[src/rtl/adc_regif_pkg.sv]
package adc_regif_pkg;
  // register offsets (bus address)
  localparam int REG_MUX    = 0;
  localparam int REG_CTLB   = 1;
  localparam int REG_CTLA   = 2;
  localparam int REG_RES_LO = 3;
  localparam int REG_RES_HI = 4;
  localparam int NUM_REGS   = 5;

  // second control register layout
  localparam int CTLB_AUX_BIT  = 6;
  localparam int CTLB_CHHI_BIT = 3;
  localparam int TRIG_W        = 3;

  // control/status register layout
  localparam int STAT_GO_BIT   = 0;
  localparam int STAT_FLAG_BIT = 1;
  localparam int STAT_BUSY_BIT = 2;
endpackage

[src/rtl/adc_reg_decode.sv]
module adc_reg_decode #(
  parameter int ADDR_W = 3,
  parameter int NREG   = 5
) (
  input  logic [ADDR_W-1:0] bus_addr,
  input  logic              bus_wr,
  output logic [NREG-1:0]   wr_sel
);
  for (genvar i = 0; i < NREG; i++) begin : g_sel
    assign wr_sel[i] = bus_wr && (bus_addr == ADDR_W'(i));
  end
endmodule

[src/rtl/adc_conv_ctrl.sv]
module adc_conv_ctrl #(
  parameter int CH_W  = 6,
  parameter int RES_W = 10
) (
  input  logic             clk,
  input  logic             rst_n,
  input  logic [CH_W-1:0]  live_ch,
  input  logic             start_req,
  input  logic             flag_clr,
  input  logic             conv_done,
  input  logic [RES_W-1:0] conv_sample,
  output logic             conv_start,
  output logic [CH_W-1:0]  active_ch,
  output logic             busy,
  output logic             flag,
  output logic [RES_W-1:0] raw,
  output logic             evt_start,
  output logic             evt_capture
);
  logic             busy_q, start_q, flag_q;
  logic [CH_W-1:0]  active_q;
  logic [RES_W-1:0] raw_q;

  assign evt_start   = start_req && !busy_q;
  assign evt_capture = conv_done && busy_q;

  always_ff @(posedge clk) begin
    if (!rst_n) begin
      busy_q   <= 1'b0;
      start_q  <= 1'b0;
      flag_q   <= 1'b0;
      active_q <= '0;
      raw_q    <= '0;
    end else begin
      start_q <= evt_start;
      if (evt_start)        busy_q <= 1'b1;
      else if (evt_capture) busy_q <= 1'b0;
      if (evt_capture)      flag_q <= 1'b1;
      else if (flag_clr)    flag_q <= 1'b0;
      if (evt_capture)      raw_q  <= conv_sample;
      if (!busy_q || evt_capture) active_q <= live_ch;
    end
  end

  assign conv_start = start_q;
  assign active_ch  = active_q;
  assign busy       = busy_q;
  assign flag       = flag_q;
  assign raw        = raw_q;
endmodule

[src/rtl/adc_result_align.sv]
module adc_result_align #(
  parameter int RES_W = 10,
  parameter int OUT_W = 16
) (
  input  logic [RES_W-1:0] raw,
  input  logic             left,
  output logic [OUT_W-1:0] aligned
);
  localparam int PAD_W = OUT_W - RES_W;

  function automatic logic [OUT_W-1:0] place(input logic [RES_W-1:0] v, input logic l);
    if (l) return {v, {PAD_W{1'b0}}};
    else   return {{PAD_W{1'b0}}, v};
  endfunction

  assign aligned = place(raw, left);
endmodule

[src/rtl/adc_regif.sv]
module adc_regif #(
  parameter int ADDR_W = 3,
  parameter int BUS_W  = 8,
  parameter int RES_W  = 10,
  parameter int CHLO_W = 5
) (
  input  logic                         clk,
  input  logic                         rst_n,
  input  logic [ADDR_W-1:0]            bus_addr,
  input  logic                         bus_wr,
  input  logic [BUS_W-1:0]             bus_wdata,
  output logic [BUS_W-1:0]             bus_rdata,
  output logic                         conv_start,
  output logic [CHLO_W:0]              conv_chan,
  input  logic                         conv_done,
  input  logic [RES_W-1:0]             conv_sample,
  output logic [adc_regif_pkg::TRIG_W-1:0] trig_sel,
  output logic                         ctrl_aux
);
  import adc_regif_pkg::*;

  localparam int CH_W  = CHLO_W + 1;
  localparam int OUT_W = 2 * BUS_W;
  localparam int MUX_PAD = BUS_W - CHLO_W - 1;

  logic [NUM_REGS-1:0] wr_sel;
  logic                align_q, ch_hi_q, aux_q;
  logic [CHLO_W-1:0]   ch_lo_q;
  logic [TRIG_W-1:0]   trig_q;
  logic [CH_W-1:0]     live_ch, active_ch;
  logic                start_req, flag_clr;
  logic                conv_busy, done_flag, evt_start, evt_capture;
  logic [RES_W-1:0]    raw;
  logic [OUT_W-1:0]    aligned;
  logic                unused_wbits;

  adc_reg_decode #(.ADDR_W(ADDR_W), .NREG(NUM_REGS)) u_dec (
    .bus_addr(bus_addr), .bus_wr(bus_wr), .wr_sel(wr_sel)
  );

  always_ff @(posedge clk) begin
    if (!rst_n) begin
      align_q <= 1'b0;
      ch_lo_q <= '0;
      ch_hi_q <= 1'b0;
      aux_q   <= 1'b0;
      trig_q  <= '0;
    end else begin
      if (wr_sel[REG_MUX]) begin
        align_q <= bus_wdata[CHLO_W];
        ch_lo_q <= bus_wdata[CHLO_W-1:0];
      end
      if (wr_sel[REG_CTLB]) begin
        aux_q   <= bus_wdata[CTLB_AUX_BIT];
        ch_hi_q <= bus_wdata[CTLB_CHHI_BIT];
        trig_q  <= bus_wdata[TRIG_W-1:0];
      end
    end
  end

  assign live_ch   = {ch_hi_q, ch_lo_q};
  assign start_req = wr_sel[REG_CTLA] && bus_wdata[STAT_GO_BIT];
  assign flag_clr  = wr_sel[REG_CTLA] && bus_wdata[STAT_FLAG_BIT];
  assign unused_wbits = ^bus_wdata;

  adc_conv_ctrl #(.CH_W(CH_W), .RES_W(RES_W)) u_ctrl (
    .clk(clk), .rst_n(rst_n), .live_ch(live_ch), .start_req(start_req),
    .flag_clr(flag_clr), .conv_done(conv_done), .conv_sample(conv_sample),
    .conv_start(conv_start), .active_ch(active_ch), .busy(conv_busy),
    .flag(done_flag), .raw(raw), .evt_start(evt_start), .evt_capture(evt_capture)
  );

  adc_result_align #(.RES_W(RES_W), .OUT_W(OUT_W)) u_align (
    .raw(raw), .left(align_q), .aligned(aligned)
  );

  always_comb begin
    bus_rdata = '0;
    case (bus_addr)
      ADDR_W'(REG_MUX):    bus_rdata = {{MUX_PAD{1'b0}}, align_q, ch_lo_q};
      ADDR_W'(REG_CTLB): begin
        bus_rdata[CTLB_AUX_BIT]  = aux_q;
        bus_rdata[CTLB_CHHI_BIT] = ch_hi_q;
        bus_rdata[TRIG_W-1:0]    = trig_q;
      end
      ADDR_W'(REG_CTLA): begin
        bus_rdata[STAT_BUSY_BIT] = conv_busy;
        bus_rdata[STAT_FLAG_BIT] = done_flag;
      end
      ADDR_W'(REG_RES_LO): bus_rdata = aligned[BUS_W-1:0];
      ADDR_W'(REG_RES_HI): bus_rdata = aligned[OUT_W-1:BUS_W];
      default:             bus_rdata = '0;
    endcase
  end

  assign conv_chan = active_ch;
  assign trig_sel  = trig_q;
  assign ctrl_aux  = aux_q;
endmodule

[config.mk]
export PLATFORM = sky130hd
export DESIGN_NAME = adc_regif
export DESIGN_NICKNAME = d
export VERILOG_FILES = /design/src/rtl/adc_regif_pkg.sv /design/src/rtl/adc_reg_decode.sv /design/src/rtl/adc_conv_ctrl.sv /design/src/rtl/adc_result_align.sv /design/src/rtl/adc_regif.sv
export SDC_FILE = /design/constraint.sdc
export NUM_CORES = 1
export LEC_CHECK = 0
export BUFFER_PORTS_ARGS = -buffer_cell sky130_fd_sc_hd__buf_2
export CAP_MARGIN = 20
export CORE_MARGIN = 4
export CORE_UTILIZATION = 24
export CTS_BUF_LIST = sky130_fd_sc_hd__clkbuf_4
export DETAILED_ROUTE_END_ITERATION = 10
export PLACE_DENSITY_LB_ADDON = 0.08
export SLEW_MARGIN = 25
export SYNTH_ARGS = -nofsm -noshare
export SYNTH_HDL_FRONTEND = slang
export SYNTH_HIERARCHICAL = 1
export SYNTH_SLANG_ARGS = --single-unit
[constraint.sdc]
create_clock -name clk -period 1.2 [get_ports clk]
set_input_delay 0 -clock clk [delete_from_list [all_inputs] [get_ports clk]]
set_output_delay 0 -clock clk [all_outputs]
set_load 0.02 [all_outputs]
==> results.md <==
* NumNets Final at 264
* Die Width at 91.9 um
* Syn_nets at 200
* Critical path arrival at 1.64 ns
* Drt wl/cell at 13.9 um
* Worst VDD drop at 0.000343 V
* Via count at 1453
* DIE AREA at 0.00844 sq mm
* Largest net degree at the start of global routing at 31
* Period minus WS final at 1.64 ns
* Setup violators final at 8
* CTS Root Cell: clkbuf_4
* Mapped Area at 0.00169 sq mm
* Final HPWL DP at 3.52 mm
* Fillers at 744
* CTS tree: built
* # clock sinks at 30
* Worst Setup Start Kind: register
* Final number of max-transition violations at 0
* Total wire length at 4.66 mm
* Critical path required time at 1.20 ns
* Final hold violations at 0
* Hold Crit Start: rst_n
* Register area at 604 sq um
* Worst reg-to-reg setup slack at 0.13 ns
* Clk_skew at 0.00730 ns
* Area delta synth->final at 37.6%
* FF-to-FF Start: u_ctrl/busy
* Number of placed I/O pins at 44
* Critical path capture point type: primary output
* Clk slew on worst S/H paths at 0.10 ns
* Final worst slack at -0.439 ns
* Clock Path Buffers at 2
* DRT iter0 DRCs at 34
* Max Freq at 610 MHz
* Final RePlAce weighted congestion at 0.683
* Final period util at 137%
* Critical Setup Path Class: reg -> out
* Critical path cell sequence: mux2_4, mux2_4, a22oi_2, o21ai_2, buf_6
* Slowest stage delay, CP at 0.39 ns
* First-pass GRT wire length at 7.66 mm
* Placed Area at 0.00203 sq mm
* Crit path top cell by count: mux2_4
* Worst Hold Class: in -> reg
* Row cnt at 30
* Worst-Skew Late Latency at 0.34 ns
* Slew HR at 75.0%
* Gr usage total at 11.6%
* Placed insts at 311
* Vias in the first global route at 1527
* DRC violations left at 0
* Core footprint at 0.00683 sq mm
* DR pass1 iterations at 4
* Worst Hold End: u_ctrl/flag
* Failing checks: setup timing
* Worst-path fanout max at 5
* Drt via density at 4.32
* Total CTS buffers at 5
* Power Density at 918 mW/mm^2
* Post-route cell area at 0.00232 sq mm
* Fraction of layout cells with a size suffix above 1 at 39.6%
* Max_cap viols at 0
* N_diodes at 0
* Cell Count, Final, Fillers Out at 336
* Yosys warns at 6
* Area of the multi-input gates at 987 sq um
* Final Hold Slack at 0.0522 ns
* Grt ovf at 0
* Hold depth at 2
* Worst Max-Slew Pin Slew at 0.374 ns
* Die height at 91.9 um
* Synth Instances at 175
* Pleak at 0.930 nW
* Setup TNS at -2.99 ns
* R2R cell count at 2
* Outcome: complete, but fails checks
* Initial antenna violation count at 0
* Unrepaired setup endpoints after global routing: true
* Mapped Avg Cell Area at 9.65 sq um
* FF-to-FF End: u_ctrl/active_ch[2]
* Slowest CP cell: dfxtp_4
* Commonest non-fill, non-tap cell in the layout: buf_2
* H-tree depth at 2
* IO Port Bufs at 42
* Final Core Density at 34.0%
* Initial Util at 24.7%
* Most frequent cells in the layout: buf_2 (37), dfxtp_1 (29), nand2_1 (25)
* Number of antenna-violating nets in the routed design at 0
## what timing repair did
| action | CTS | global route |
|---|---|---|
| hold buffers | 17 | 0 |
| resized for setup | 8 | 6 |
| setup endpoints to repair | 8 | 8 |
| buffers inserted | 0 | 0 |
| pin swaps | 3 | 3 |
| endpoints found under the hold margin | 21 | 0 |
## critical path: cells and delay by family, from the launching register on
family | cells | cell delay, ns
multiplexers | 2 | 0.55
buffers and inverters | 1 | 0.13
AO/OA/AOI/OAI | 2 | 0.23
flip-flops | 1 | 0.39
## metal layers
metal	part of all wire, %	track usage, %
met5	0	0
met4	1.4	3.71
met3	4.2	3.20
met2	48	19.2
met1	46	14.6
## power breakdown
part	internal (mW)	switching [mW]
clock network	0.487	0.366
logic	0.132	0.126
registers	1.01	0.0132
## final cells by class
type                            instances  share of cell area [%]
Multi-Input combinational cell        129                    42.5
Sequential cell                        30                    26.0
Timing Repair Buffer                   73                    22.8
Tap cell                               96                    5.17
Clock buffer                            7                    2.26
Clock inverter                          1                    1.29
## flip-flops by register name (all words and copies together), names as in the netlist
name,flops
trig_sel,3
u_ctrl/conv_start,1
u_ctrl/flag,1
ctrl_aux,1
ch_lo_q,5
align_q,1
ch_hi_q,1
u_ctrl/raw,10
u_ctrl/busy,1
u_ctrl/active_ch,6
## worst max path at each step
stage	startpoint	endpoint	cells after the start
2_1_floorplan	align_q	bus_rdata[0]	5
3_3_place_gp	align_q	bus_rdata[0]	5
3_5_place_dp	align_q	bus_rdata[0]	5
4_1_cts	align_q	bus_rdata[0]	5
5_1_grt	align_q	bus_rdata[5]	5
6_report	align_q	bus_rdata[0]	5
## stage by stage
| stage | setup WS [ns] | power [mW] |
|---|---|---|
| 2_1_floorplan | -0.0322 | 1.17 |
| 3_3_place_gp | -0.0908 | 1.26 |
| 3_5_place_dp | -0.114 | 1.26 |
| 4_1_cts | -0.479 | 2.17 |
| 5_1_grt | -0.502 | 2.22 |
| 6_report | -0.439 | 2.13 |
Power figures use the tool's default switching activity.
